<file path="config.mk">
export PLATFORM = sky130hd
export DESIGN_NAME = dmd_unit
export DESIGN_NICKNAME = d
export VERILOG_FILES = /design/src/rtl/dmd_pkg.sv /design/src/rtl/dmd_abs.sv /design/src/rtl/dmd_step.sv /design/src/rtl/dmd_unit.sv
export SDC_FILE = /design/constraint.sdc
export NUM_CORES = 2
export LEC_CHECK = 0
export BUFFER_PORTS_ARGS = -buffer_cell sky130_fd_sc_hd__buf_2
export CORE_UTILIZATION = 45
export CTS_CLUSTER_DIAMETER = 100
export DETAILED_ROUTE_END_ITERATION = 16
export PLACE_DENSITY = 0.62
export RECOVER_POWER = 25
export SETUP_SLACK_MARGIN = 0.15
export SYNTH_ARGS = -nofsm -noshare
export SYNTH_HDL_FRONTEND = slang
export SYNTH_SLANG_ARGS = --single-unit
export TNS_END_PERCENT = 10
</file>
<file path="constraint.sdc">
create_clock -name clk -period 7 [get_ports clk]
set_input_delay 0.7 -clock clk [delete_from_list [all_inputs] [get_ports clk]]
set_output_delay 0.7 -clock clk [all_outputs]
set_load 0.01 [all_outputs]
</file>
<file path="src/rtl/dmd_pkg.sv">
package dmd_pkg;
    typedef enum logic [1:0] {
        OP_MUL_S = 2'b00,
        OP_MUL_U = 2'b01,
        OP_DIV_S = 2'b10,
        OP_DIV_U = 2'b11
    } dmd_op_e;
endpackage

</file>
<file path="src/rtl/dmd_abs.sv">
module dmd_abs #(
    parameter int W = 64
) (
    input  logic [W-1:0] val_i,
    input  logic         signed_i,
    output logic [W-1:0] mag_o,
    output logic         neg_o
);
    always_comb begin
        neg_o = signed_i & val_i[W-1];
        mag_o = neg_o ? (~val_i + 1'b1) : val_i;
    end
endmodule

</file>
<file path="src/rtl/dmd_step.sv">
module dmd_step #(
    parameter int W = 64
) (
    input  logic           is_div_i,
    input  logic [2*W-1:0] acc_i,
    input  logic [W-1:0]   opnd_i,
    output logic [2*W-1:0] acc_o
);
    logic [W:0] sum;
    logic [W:0] part;
    logic [W:0] diff;
    logic       fits;

    always_comb begin
        // shift-add: conditional add into upper half, then shift right
        sum  = {1'b0, acc_i[2*W-1:W]} + (acc_i[0] ? {1'b0, opnd_i} : '0);
        // restoring shift-subtract: bring in next dividend bit
        part = {acc_i[2*W-1:W], acc_i[W-1]};
        fits = (part >= {1'b0, opnd_i});
        diff = fits ? (part - {1'b0, opnd_i}) : part;
        if (is_div_i) begin
            acc_o = {diff[W-1:0], acc_i[W-2:0], fits};
        end else begin
            acc_o = {sum, acc_i[W-1:1]};
        end
    end
endmodule

</file>
<file path="src/rtl/dmd_unit.sv">
module dmd_unit
    import dmd_pkg::*;
#(
    parameter int W = 64
) (
    input  logic         clk,
    input  logic         rst_n,
    input  logic         start_i,
    input  logic [1:0]   op_i,
    input  logic [W-1:0] rs_i,
    input  logic [W-1:0] rt_i,
    input  logic         rd_req_i,
    output logic         stall_o,
    output logic         busy_o,
    output logic [W-1:0] hi_o,
    output logic [W-1:0] lo_o
);
    localparam int CW    = $clog2(W);
    localparam int LAT   = W + 1;
    localparam int BCW   = $clog2(LAT + 2);

    typedef struct packed {
        logic           busy;
        logic           fix;
        logic [CW-1:0]  cnt;
        logic           is_div;
        logic           dz;
        logic           neg_q;
        logic           neg_r;
        logic [2*W-1:0] acc;
        logic [W-1:0]   opnd;
        logic [W-1:0]   dvd;
        logic [W-1:0]   hi;
        logic [W-1:0]   lo;
    } st_t;

    st_t s_d, s_q;

    logic [W-1:0]   src   [2];
    logic [W-1:0]   mag   [2];
    logic           neg   [2];
    logic [2*W-1:0] acc_nx;
    logic           accept;
    logic [2*W-1:0] prod;
    logic [W-1:0]   quo;
    logic [W-1:0]   rem;

    assign src[0] = rs_i;
    assign src[1] = rt_i;

    for (genvar g = 0; g < 2; g++) begin : g_abs
        dmd_abs #(.W(W)) u_abs (
            .val_i   (src[g]),
            .signed_i(~op_i[0]),
            .mag_o   (mag[g]),
            .neg_o   (neg[g])
        );
    end

    dmd_step #(.W(W)) u_step (
        .is_div_i(s_q.is_div),
        .acc_i   (s_q.acc),
        .opnd_i  (s_q.opnd),
        .acc_o   (acc_nx)
    );

    always_comb begin
        s_d    = s_q;
        accept = start_i & ~s_q.busy;
        prod   = s_q.neg_q ? (~s_q.acc + 1'b1) : s_q.acc;
        quo    = s_q.neg_q ? (~s_q.acc[W-1:0] + 1'b1) : s_q.acc[W-1:0];
        rem    = s_q.neg_r ? (~s_q.acc[2*W-1:W] + 1'b1) : s_q.acc[2*W-1:W];
        if (accept) begin
            s_d.busy   = 1'b1;
            s_d.fix    = 1'b0;
            s_d.cnt    = '0;
            s_d.is_div = op_i[1];
            s_d.dz     = op_i[1] & (rt_i == '0);
            s_d.neg_q  = neg[0] ^ neg[1];
            s_d.neg_r  = neg[0];
            s_d.dvd    = rs_i;
            if (op_i[1]) begin
                s_d.acc  = {{W{1'b0}}, mag[0]};
                s_d.opnd = mag[1];
            end else begin
                s_d.acc  = {{W{1'b0}}, mag[1]};
                s_d.opnd = mag[0];
            end
        end else if (s_q.busy && !s_q.fix) begin
            s_d.acc = acc_nx;
            s_d.cnt = s_q.cnt + 1'b1;
            if (s_q.cnt == CW'(W - 1)) begin
                s_d.fix = 1'b1;
            end
        end else if (s_q.busy) begin
            s_d.busy = 1'b0;
            s_d.fix  = 1'b0;
            if (s_q.dz) begin
                s_d.hi = s_q.dvd;
                s_d.lo = '1;
            end else if (s_q.is_div) begin
                s_d.hi = rem;
                s_d.lo = quo;
            end else begin
                s_d.hi = prod[2*W-1:W];
                s_d.lo = prod[W-1:0];
            end
        end
    end

    always_ff @(posedge clk or negedge rst_n) begin
        if (!rst_n) begin
            s_q <= '0;
        end else begin
            s_q <= s_d;
        end
    end

    assign busy_o  = s_q.busy;
    assign stall_o = rd_req_i & s_q.busy;
    assign hi_o    = s_q.hi;
    assign lo_o    = s_q.lo;

    // checker state: edges spent busy since the last accepted start
    logic [BCW-1:0] bcnt_q;
    always_ff @(posedge clk or negedge rst_n) begin
        if (!rst_n) begin
            bcnt_q <= '0;
        end else if (accept) begin
            bcnt_q <= '0;
        end else if (s_q.busy) begin
            bcnt_q <= bcnt_q + 1'b1;
        end
    end

    AST_FIXED_LATENCY: assert property (@(posedge clk) disable iff (!rst_n)
        $fell(busy_o) |-> (bcnt_q == BCW'(LAT)));

    AST_BUSY_NEEDS_START: assert property (@(posedge clk) disable iff (!rst_n)
        $rose(busy_o) |-> $past(start_i));

    AST_HOLD_WHILE_BUSY: assert property (@(posedge clk) disable iff (!rst_n)
        (busy_o && $past(busy_o)) |-> ($stable(hi_o) && $stable(lo_o)));

    AST_WRITE_ONLY_AT_END: assert property (@(posedge clk) disable iff (!rst_n)
        (!$stable(hi_o) || !$stable(lo_o)) |-> $fell(busy_o));

    AST_NO_STALL_AFTER_END: assert property (@(posedge clk) disable iff (!rst_n)
        $fell(busy_o) |-> !stall_o);
endmodule

</file>
==> flow_summary.ini <==
[hold_path]
holdPathStages = 3
hold_end = s_q[133]
min_from = rs_i[5]
hold_class = input port to register

[critical_path]
cp.arrival_ps = 5880
worstPathRequired_ps = 7490
worst_r2r_endpoint = s_q[382]
r2r_setup_slack_ps = 1610
path_max_fanout = 38
cpMaxStageDelayCell = a211oi_1
cp-start-kind = register
path_class = register to register
cp_num_buf_inv = 2
crit_chain = inv_2, nor2_1, ha_1, nand2_1, nor2_1, o211ai_1, a211oi_1, a311oi_1, buf_4, nor3_1, o21ai_0, a2111oi_0, mux2i_1, a211oi_1, o211ai_1
rr_startpoint = s_q[256]
cpPeakStageDelay_ps = 700
rr_worst_depth = 15
end_kind = register
crit_family = compound AO/OA/AOI/OAI gates

[global_route]
antenna_found_initial = 8
grt_overflow = 0
grt_pass1_vias = 31500
grt_first_pass_wirelength_um = 213000
grt_start_max_net_pins = 181
track_usage_pct = 37.2

[final_layout]
drive_gt1_share_pct = 10.3
final_cell_count_no_fill = 5437
fin_util_pct = 49.4
area_growth_pct = 8.67
fillerInstances = 7544
finalNetCount = 4692
seqCellArea_mm2 = 0.00992
multi_input_area_mm2 = 0.0214

[floorplan]
fp.dieW_um = 276
initial_utilization_pct = 45.5
die_y_um = 276
rows = 100
core-area_mm2 = 0.0743
io_pins = 264
dieArea_mm2 = 0.0762

[timing]
setup_violations = 0
worst_slack_ps = 1610
hold_violations = 0
post-route-period-util_pct = 77.1
rsz0062_at_grt = false
slew_violations = 76
setup-tns-final_ps = 0
slew_headroom_pct = -206
period_needed_ps = 5390
skew_ps = 36.3
tightest_slew_ps = 4590
timing.fmax_mhz = 185

[cts]
cts_buffer_depth = 3
post_cts_buffers = 0
numCtsBuffers = 52
hold_buffers = 0
ctsResizeCount = 0
clockRootBuffer = clkbuf_16
clock-sinks = 396
cts_tree = yes
clk_pin_slew_worst_paths_ps = 60
clkLatencyLatePin_ps = 630
htreeDepth = 2

[placement]
dpl_worst_slack_ps = 1770
place.gp.congestion = 1.02
portBuffers = 263
dpl.hpwl_um = 112000
dp_cells = 5338

[run_status]
violations = capacitance limit, slew limit
outcome = complete, but fails checks

[pwr]
clkPwrFrac_pct = 14.1
p_comb_share_pct = 64.7
peakVddDrop_mv = 0.391
p_leak_nw = 16.1
seqPwrFrac_pct = 21.2
cell_internal_pwr_w = 0.0100
p_sw_w = 0.0111
power_density_mw_per_mm2 = 574
sw_frac_of_total_pct = 52.6

[detailed_routing]
dr.pass1.iters = 6
routed_wl_um = 146000
drt_iter0_drc = 4126
drtAntennaViolNets = 0
vias_per_cell = 6.30
num_vias = 34300
drcViolationCount = 0
wire_per_inst_um = 26.9

[synth]
ys_ff_latch = 396
netlist_instances = 4461
yosys.area.top_type = dfrtp_1
synth_fp_nets = 4730
synthTopCellsByCount = nand2_1 (643), a21oi_1 (432), nor2_1 (432), o21ai_0 (426), dfrtp_1 (396)
async_reset_ff_share_pct = 100
synth-seq-area-share_pct = 29.3
syn-cell-area_mm2 = 0.0338
synth_most_common_cell = nand2_1
synth_edf_count = 0
synth.avg_cell_area_um2 = 7.58
synth_top_area_share_pct = 29.3
ys_types = 84
synth.yosys.warnings = 0
synthTopCellsByArea = dfrtp_1 (29%), nand2_1 (7.1%), a21oi_1 (6.4%), o21ai_0 (6.3%), ha_1 (4.9%)
ys.flop_type = dfrtp_1

[job]
max_cap_viol_count = 1
==> cells in the final DEF, fill, tap and decap left out, types with 11 or more instances in the layout <==
master,netlist,layout
inv_1,122,122
ha_1,133,133
nand4_1,42,42
a22o_1,17,17
and3_1,31,31
or3_1,45,45
clkbuf_16,0,53
nor3_1,77,77
a31oi_1,23,23
o21bai_1,22,22
nor2b_1,27,23
o41ai_1,31,31
xor2_1,179,179
dfrtp_1,396,393
xnor2_1,179,179
nor2_1,432,430
nor4_1,43,43
and2_1,15,15
or4_1,40,40
mux2i_1,131,131
nand2b_1,32,30
a211oi_1,30,30
nand2_1,643,642
nand3_1,58,58
buf_4,128,54
o211ai_1,104,104
a21o_1,76,76
a21oi_1,432,431
o221ai_1,15,15
o31ai_1,49,49
or2_2,12,12
o21ai_0,426,426
buf_2,5,261
o21a_1,25,24
a22oi_1,11,11
==> cell families (layout without fill, tap and decap cells) <==
kind of cell / after synthesis / count (layout) / share of synthesized area (%)
muxes: 138 / 138 / 4.11
AOI/OAI and AO/OA: 1364 / 1364 / 24.5
buffers and inverters: 538 / 542 / 7.46
and+or+nand+nor: 1532 / 1532 / 20.3
other: 0 / 3 / 0
xor gates and xnor gates: 358 / 358 / 9.28
adders and majority gates: 135 / 135 / 5.04
DFF: 396 / 396 / 29.3
==> cell type report <==
class,instances,share of cell area [%]
sequential,396,27.0
clock buffer,63,3.82
timing repair buffer,322,4.93
tap,969,3.30
inverter,124,1.27
multi-input combinational,3527,58.4
antenna,3,0.0204
clock inverter,33,1.28
==> worst min-delay path: cells and delay by family <==
kind	cells	cell delay, ps
buf+inv	1	120
simple gates	2	100
==> how the worst max path moves through the flow <==
| stage | to | slack (ps) | from | depth (start not counted) |
|---|---|---|---|---|
| 6_report | s_q[382] | 1610 | s_q[256] | 15 |
| 2_1_floorplan | hi_o[56] | 2920 | s_q[256] | 16 |
| 4_1_cts | s_q[382] | 1760 | s_q[256] | 15 |
| 3_5_place_dp | s_q[382] | 1770 | s_q[256] | 15 |
| 5_1_grt | hi_o[5] | 920 | rst_n | 2 |
| 3_3_place_gp | s_q[382] | 1870 | s_q[256] | 15 |
==> power groups by stage <==
stage          combinational, W  sequential (W)  clock (W)
2_1_floorplan           0.00967         0.00378          0
3_3_place_gp             0.0133         0.00441          0
3_5_place_dp             0.0133         0.00442          0
4_1_cts                  0.0133         0.00439    0.00302
5_1_grt                  0.0148         0.00451    0.00309
6_report                 0.0136         0.00446    0.00298
==> state kept, by name, indices dropped and copies added, names as in the netlist <==
register  cells
s_q         267
busy_o        1
lo_o         64
hi_o         64
==> routing by layer <==
metal	track usage [%]	up-vias	share of wire, %
met3	7.68	340	9.8
met2	55.4	1839	42
li1	-	15600	-
met1	50.5	16500	42
met5	0	-	0.029
met4	20.3	6	6.4
==> per-stage QoR <==
stage / hold WS (ps) / power, W / area, um2
after floorplan: 404 / 0.0134 / 33800
after global placement: 453 / 0.0177 / 34900
after detailed placement: 458 / 0.0177 / 34900
after CTS: 105 / 0.0207 / 36700
after global routing: 354 / 0.0224 / 36700
final: 339 / 0.0211 / 36700
(Power assumes the default switching activity.)
